[src/rtl/trk_dedup_pkg.sv]
package trk_dedup_pkg;
    typedef enum logic [1:0] {
        ST_ACCEPT,
        ST_JUDGE,
        ST_DRAIN,
        ST_MARK
    } dd_state_e;
endpackage

[src/rtl/trk_match_unit.sv]
// Compares the held newcomer with one stored track: shared-layer count
// against threshold, and whether the newcomer is preferred.
module trk_match_unit #(
    parameter int LAYERS = 8,
    parameter int CLU_W  = 10,
    parameter int CHI_W  = 12,
    localparam int CNT_W = $clog2(LAYERS + 1)
) (
    input  logic [LAYERS*CLU_W-1:0] a_clu,
    input  logic [CHI_W-1:0]        a_chi,
    input  logic [LAYERS-1:0]       a_mask,
    input  logic [LAYERS*CLU_W-1:0] b_clu,
    input  logic [CHI_W-1:0]        b_chi,
    input  logic [LAYERS-1:0]       b_mask,
    input  logic [CNT_W-1:0]        thr,
    output logic                    is_dup,
    output logic                    a_wins
);
    logic [CNT_W-1:0] shared_n;
    logic [CNT_W-1:0] a_used;
    logic [CNT_W-1:0] b_used;

    always_comb begin
        shared_n = '0;
        a_used   = '0;
        b_used   = '0;
        for (int l = 0; l < LAYERS; l++) begin
            if (a_mask[l] && b_mask[l] &&
                (a_clu[l*CLU_W +: CLU_W] == b_clu[l*CLU_W +: CLU_W]))
                shared_n = shared_n + CNT_W'(1);
            if (a_mask[l]) a_used = a_used + CNT_W'(1);
            if (b_mask[l]) b_used = b_used + CNT_W'(1);
        end
        is_dup = (shared_n >= thr);
        a_wins = (a_used > b_used) || ((a_used == b_used) && (a_chi < b_chi));
    end
endmodule

[src/rtl/trk_slot_pick.sv]
// Reduces per-slot comparison results to one decision.
module trk_slot_pick #(
    parameter int DEPTH = 8,
    localparam int IDX_W = $clog2(DEPTH)
) (
    input  logic [DEPTH-1:0] occ,
    input  logic [DEPTH-1:0] dup,
    input  logic [DEPTH-1:0] win,
    output logic             any_dup,
    output logic             nc_keep,
    output logic [IDX_W-1:0] first_dup
);
    logic [DEPTH-1:0] hit;

    always_comb begin
        hit       = occ & dup;
        any_dup   = |hit;
        nc_keep   = ~|(hit & ~win);
        first_dup = '0;
        for (int i = DEPTH - 1; i >= 0; i--) begin
            if (hit[i]) first_dup = IDX_W'(i);
        end
    end
endmodule

[src/rtl/trk_dedup_top.sv]
module trk_dedup_top
    import trk_dedup_pkg::*;
#(
    parameter int LAYERS = 8,
    parameter int CLU_W  = 10,
    parameter int CHI_W  = 12,
    parameter int DEPTH  = 8,
    localparam int CNT_W = $clog2(LAYERS + 1),
    localparam int IDX_W = $clog2(DEPTH),
    localparam int OCC_W = $clog2(DEPTH + 1),
    localparam int TC_W  = LAYERS * CLU_W
) (
    input  logic              clk,
    input  logic              rst_n,
    input  logic [CNT_W-1:0]  dup_thr,
    input  logic              in_valid,
    input  logic              in_eoe,
    input  logic [TC_W-1:0]   in_clu,
    input  logic [CHI_W-1:0]  in_chi,
    input  logic [LAYERS-1:0] in_mask,
    output logic              in_ready,
    output logic              out_valid,
    input  logic              out_ready,
    output logic              out_eoe,
    output logic [TC_W-1:0]   out_clu,
    output logic [CHI_W-1:0]  out_chi,
    output logic [LAYERS-1:0] out_mask,
    output logic              ovf
);
    dd_state_e state, state_nx;

    logic [TC_W-1:0]   nc_clu;
    logic [CHI_W-1:0]  nc_chi;
    logic [LAYERS-1:0] nc_mask;

    logic [TC_W-1:0]   ent_clu  [DEPTH];
    logic [CHI_W-1:0]  ent_chi  [DEPTH];
    logic [LAYERS-1:0] ent_mask [DEPTH];

    logic [OCC_W-1:0]  occ_n;
    logic [IDX_W-1:0]  rd_idx;
    logic              ovf_q;

    logic [DEPTH-1:0]  occ_v, dup_v, win_v;
    logic              any_dup, nc_keep;
    logic [IDX_W-1:0]  first_dup;

    logic              last_rd;
    logic              full;
    logic              wr_en;
    logic [IDX_W-1:0]  wr_idx;

    genvar g;
    generate
        for (g = 0; g < DEPTH; g++) begin : g_slot
            assign occ_v[g] = (OCC_W'(g) < occ_n);
            trk_match_unit #(
                .LAYERS(LAYERS), .CLU_W(CLU_W), .CHI_W(CHI_W)
            ) u_match (
                .a_clu (nc_clu),     .a_chi (nc_chi),     .a_mask(nc_mask),
                .b_clu (ent_clu[g]), .b_chi (ent_chi[g]), .b_mask(ent_mask[g]),
                .thr   (dup_thr),
                .is_dup(dup_v[g]),
                .a_wins(win_v[g])
            );
        end
    endgenerate

    trk_slot_pick #(.DEPTH(DEPTH)) u_pick (
        .occ      (occ_v),
        .dup      (dup_v),
        .win      (win_v),
        .any_dup  (any_dup),
        .nc_keep  (nc_keep),
        .first_dup(first_dup)
    );

    assign last_rd = (OCC_W'(rd_idx) + OCC_W'(1) == occ_n);
    assign full    = (occ_n == OCC_W'(DEPTH));

    // Judgement: overwrite a beaten duplicate, or append when unique and room.
    always_comb begin
        wr_en  = 1'b0;
        wr_idx = IDX_W'(occ_n);
        if (state == ST_JUDGE) begin
            if (any_dup) begin
                wr_en  = nc_keep;
                wr_idx = first_dup;
            end else if (!full) begin
                wr_en = 1'b1;
            end
        end
    end

    // Next-state logic
    always_comb begin
        state_nx = state;
        unique case (state)
            ST_ACCEPT: if (in_valid) begin
                if (in_eoe) state_nx = (occ_n == '0) ? ST_MARK : ST_DRAIN;
                else        state_nx = ST_JUDGE;
            end
            ST_JUDGE:  state_nx = ST_ACCEPT;
            ST_DRAIN:  if (out_ready && last_rd) state_nx = ST_MARK;
            ST_MARK:   if (out_ready) state_nx = ST_ACCEPT;
            default:   state_nx = ST_ACCEPT;
        endcase
    end

    // State register
    always_ff @(posedge clk) begin
        if (!rst_n) state <= ST_ACCEPT;
        else        state <= state_nx;
    end

    // Control counters and flag
    always_ff @(posedge clk) begin
        if (!rst_n) begin
            occ_n  <= '0;
            rd_idx <= '0;
            ovf_q  <= 1'b0;
        end else begin
            unique case (state)
                ST_JUDGE: begin
                    if (!any_dup) begin
                        if (!full) occ_n <= occ_n + OCC_W'(1);
                        else       ovf_q <= 1'b1;
                    end
                end
                ST_DRAIN: if (out_ready) rd_idx <= last_rd ? '0 : rd_idx + IDX_W'(1);
                ST_MARK: if (out_ready) begin
                    occ_n  <= '0;
                    ovf_q  <= 1'b0;
                    rd_idx <= '0;
                end
                default: ;
            endcase
        end
    end

    // Newcomer holding register
    always_ff @(posedge clk) begin
        if (state == ST_ACCEPT && in_valid && !in_eoe) begin
            nc_clu  <= in_clu;
            nc_chi  <= in_chi;
            nc_mask <= in_mask;
        end
    end

    // Track storage
    always_ff @(posedge clk) begin
        if (wr_en) begin
            ent_clu[wr_idx]  <= nc_clu;
            ent_chi[wr_idx]  <= nc_chi;
            ent_mask[wr_idx] <= nc_mask;
        end
    end

    // Outputs
    always_comb begin
        in_ready  = 1'b0;
        out_valid = 1'b0;
        out_eoe   = 1'b0;
        unique case (state)
            ST_ACCEPT: in_ready = 1'b1;
            ST_JUDGE:  ;
            ST_DRAIN:  out_valid = 1'b1;
            ST_MARK: begin
                out_valid = 1'b1;
                out_eoe   = 1'b1;
            end
            default:   ;
        endcase
        out_clu  = ent_clu[rd_idx];
        out_chi  = ent_chi[rd_idx];
        out_mask = ent_mask[rd_idx];
        ovf      = ovf_q;
    end
endmodule

[config.mk]
export PLATFORM = sky130hd
export DESIGN_NAME = trk_dedup_top
export DESIGN_NICKNAME = d
export VERILOG_FILES = /design/src/rtl/trk_dedup_pkg.sv /design/src/rtl/trk_match_unit.sv /design/src/rtl/trk_slot_pick.sv /design/src/rtl/trk_dedup_top.sv
export SDC_FILE = /design/constraint.sdc
export NUM_CORES = 2
export LEC_CHECK = 0
export BUFFER_PORTS_ARGS = -buffer_cell sky130_fd_sc_hd__buf_2
export CORE_ASPECT_RATIO = 0.5
export CORE_UTILIZATION = 57
export CTS_CLUSTER_DIAMETER = 150
export CTS_CLUSTER_SIZE = 14
export DETAILED_ROUTE_END_ITERATION = 8
export PLACE_DENSITY = 0.77
export SLEW_MARGIN = 20
export SYNTH_ARGS = -nofsm -noshare
export SYNTH_HDL_FRONTEND = slang
export SYNTH_SLANG_ARGS = --single-unit
export TNS_END_PERCENT = 30
[constraint.sdc]
create_clock -name clk -period 16 [get_ports clk]
set_input_delay 3.2 -clock clk [delete_from_list [all_inputs] [get_ports clk]]
set_output_delay 3.2 -clock clk [all_outputs]
set_load 0.01 [all_outputs]
==> results.cfg <==
[detailed_routing]
wl_per_cell_um = 26.7
vias_per_cell = 6.26
first_pass_iters = 5
antenna_left = 0
drcViolationCount = 0
totalWireLength_mm = 142
drt_iter0_markers = 3751
vias = 33300

[die]
die_area_sq_um = 93500
dieHeight_um = 217
start_util = 0.578
coreArea_sq_um = 91000
io_pins = 213
placementRows = 78
die_w_um = 432

[placement]
place_area_sq_um = 54900
hpwl_mm = 102
place_ws_ns = 5.37
portBuffers = 212
place_congestion = 1.01

[global_route]
antenna_found_initial = 3
track_usage = 0.303
grt_pass1_vias = 32700
grt_max_degree = 63
overflow = 0
grt_pass1_wl_mm = 210

[layout]
nFillCells = 6803
layout.nets = 4456
stdcell_area_sq_um = 57000
drive_gt1_frac = 0.175
area_growth_pct = 8.38
mostFrequentLayoutCell = edfxtp_1
utilization = 0.627
final_cell_mix = edfxtp_1, xor2_1, ha_1

[cts]
cts_hold_buffers = 0
cts.sinks = 913
cts-root-buf = clkbuf_16
postCtsSetupBuffers = 0
clockBufferDepth = 3
h-tree-depth = 3
clock_latency_ns = 0.70
path_clk_slew_ns = 0.08
cts_resized = 0
cts_made_buffers = 75
cts_tree = built

[critical_path]
path_max_fanout = 48
crit_slowest_cell = nor3_4
worstPathRequired_ns = 16.30
cp-end-kind = flip-flop
max_stage_delay_ns = 0.87
worstPathArrival_ns = 10.86
cp_common_cell = ha_1
start_kind = flip-flop
crit_type = flip-flop to flip-flop

[power]
p_total_uw = 5050
cellLeakagePower_uw = 0.0207
ir_drop_mv = 0.0792
powerDensity_nw_per_um2 = 88.7

[timing]
rsz0062_at_grt = false
hold_ws_ns = 0.577
worst_pin_slew_ns = 1.22
fin_ws_ns = 5.44
setup_violations = 0
finalClockSkew_ns = 0.0325
slew_headroom = 0.180
finalCriticalPeriod_ns = 10.56
final_hold_viol_count = 0
post-route-period-util = 0.660
maxSlewViolCount = 0
fmax_mhz = 94.7

[synthesis]
synth_edf_count = 900
yosys_warnings = 0
yosysSeqAreaShare = 0.519
ys.flop_type = edfxtp_1
syn_area_sq_um = 52600
synthDistinctLibCells = 80
syn_area_per_cell_sq_um = 13.5
synthCells = 3901
syn_nets = 4290
ys_seq_elements = 913
async_reset_ff_frac = 0

[run]
maxCapViolations = 0

[min_path]
hp-class = flip-flop to flip-flop

[run_status]
outcome = completed
==> per-layer routing <==
| metal | vias to the layer above | global-route usage | part of all wire |
|---|---|---|---|
| li1 | 14900 | - | - |
| met1 | 16700 | 0.437 | 0.42 |
| met2 | 1517 | 0.471 | 0.46 |
| met3 | 221 | 0.0512 | 0.087 |
| met4 | 0 | 0.0978 | 0.031 |
| met5 | - | 0 | 0 |
==> cells by family (layout without fill, tap and decap cells) <==
kind of cell               after synthesis  in the layout  synth area share
AOI/OAI and AO/OA                      284            284            0.0362
xor gates and xnor gates               881            881             0.149
adders and majority gates              280            280            0.0666
buffers and inverters                  367            544            0.0279
DFF                                    913            913             0.519
muxes                                  370            370             0.122
other                                    0              1                 0
and+or+nand+nor                        806            806            0.0803
==> synth_stat cells (6+ instances only) <==
library cell,count,area share
a211o_1,6,0.0010
a211oi_1,7,0.0010
a21o_1,56,0.0080
a21oi_1,58,0.0055
a2bb2oi_1,10,0.0017
a31oi_1,11,0.0013
a41oi_1,8,0.0013
and2_1,13,0.0015
and3_1,19,0.0023
buf_1,35,0.0025
buf_2,21,0.0020
buf_6,7,0.0015
clkbuf_1,96,0.0069
dfxtp_1,13,0.0049
edfxtp_1,900,0.51
ha_1,280,0.067
inv_1,205,0.015
mux2_2,145,0.031
mux2i_1,24,0.0046
mux4_2,200,0.086
nand2_1,170,0.012
nand2b_1,25,0.0030
nand3_1,141,0.013
nand4_1,61,0.0073
nor2_1,58,0.0041
nor2b_1,19,0.0023
nor3_1,129,0.012
nor4_1,133,0.016
o211ai_1,8,0.0011
o21a_1,17,0.0024
o21ai_0,52,0.0049
o22ai_1,9,0.0011
o31ai_1,11,0.0016
or4_1,11,0.0016
xnor2_1,193,0.032
xor2_1,682,0.11
==> sequential cells by signal, indices dropped and copies added, names as in the netlist, named ones only <==
name	cells
ovf	1
nc_mask	8
ent_mask	64
state	2
rd_idx	3
ent_chi	96
occ_n	4
nc_clu	80
nc_chi	12
ent_clu	640
==> cell type report <==
class | instances | area [sq um] | share of cell area
multi-input combinational | 2621 | 23900 | 0.420
antenna | 1 | 2.50 | 0.0000439
sequential | 913 | 27300 | 0.479
timing repair buffer | 251 | 1370 | 0.0241
clock inverter | 7 | 124 | 0.00217
inverter | 205 | 769 | 0.0135
clock buffer | 81 | 1920 | 0.0337
tap | 1240 | 1550 | 0.0272
==> per-stage QoR <==
stage,setup TNS (ns),cells
5_1_grt,0,5318
6_report,0,5319
4_1_cts,0,5317
2_1_floorplan,-97.65,3901
3_3_place_gp,0,5229
3_5_place_dp,0,5229
==> critical path, delay by kind of cell, from the launching register on <==
family	cells	cell delay [ns]
XOR/XNOR	2	0.66
AO/OA/AOI/OAI	5	0.77
adder cells (fa/ha/maj)	7	2.05
multiplexers	5	1.49
AND/OR/NAND/NOR	6	2.73
buffers and inverters	3	1.64
flip-flops	1	0.66
==> final timing paths <==
check | start | depth (start not counted) | slack [ns] | to
setup / recovery | nc_clu[2]$_DFFE_PP_ | 28 | 5.44 | ent_clu[3][22]$_DFFE_PP_
hold / removal | ovf$_SDFFE_PN0P_ | 2 | 0.58 | ovf$_SDFFE_PN0P_
setup reg to reg | nc_clu[2]$_DFFE_PP_ | 28 | 5.44 | ent_clu[3][22]$_DFFE_PP_
hold reg to reg | ovf$_SDFFE_PN0P_ | 2 | 0.58 | ovf$_SDFFE_PN0P_
==> power breakdown <==
part	internal [uW]	total [uW]	switching [uW]
logic	245	576	331
registers	2670	2750	82.9
clock network	860	1730	866
total	3770	5050	1280
Power figures use the tool's default switching activity.
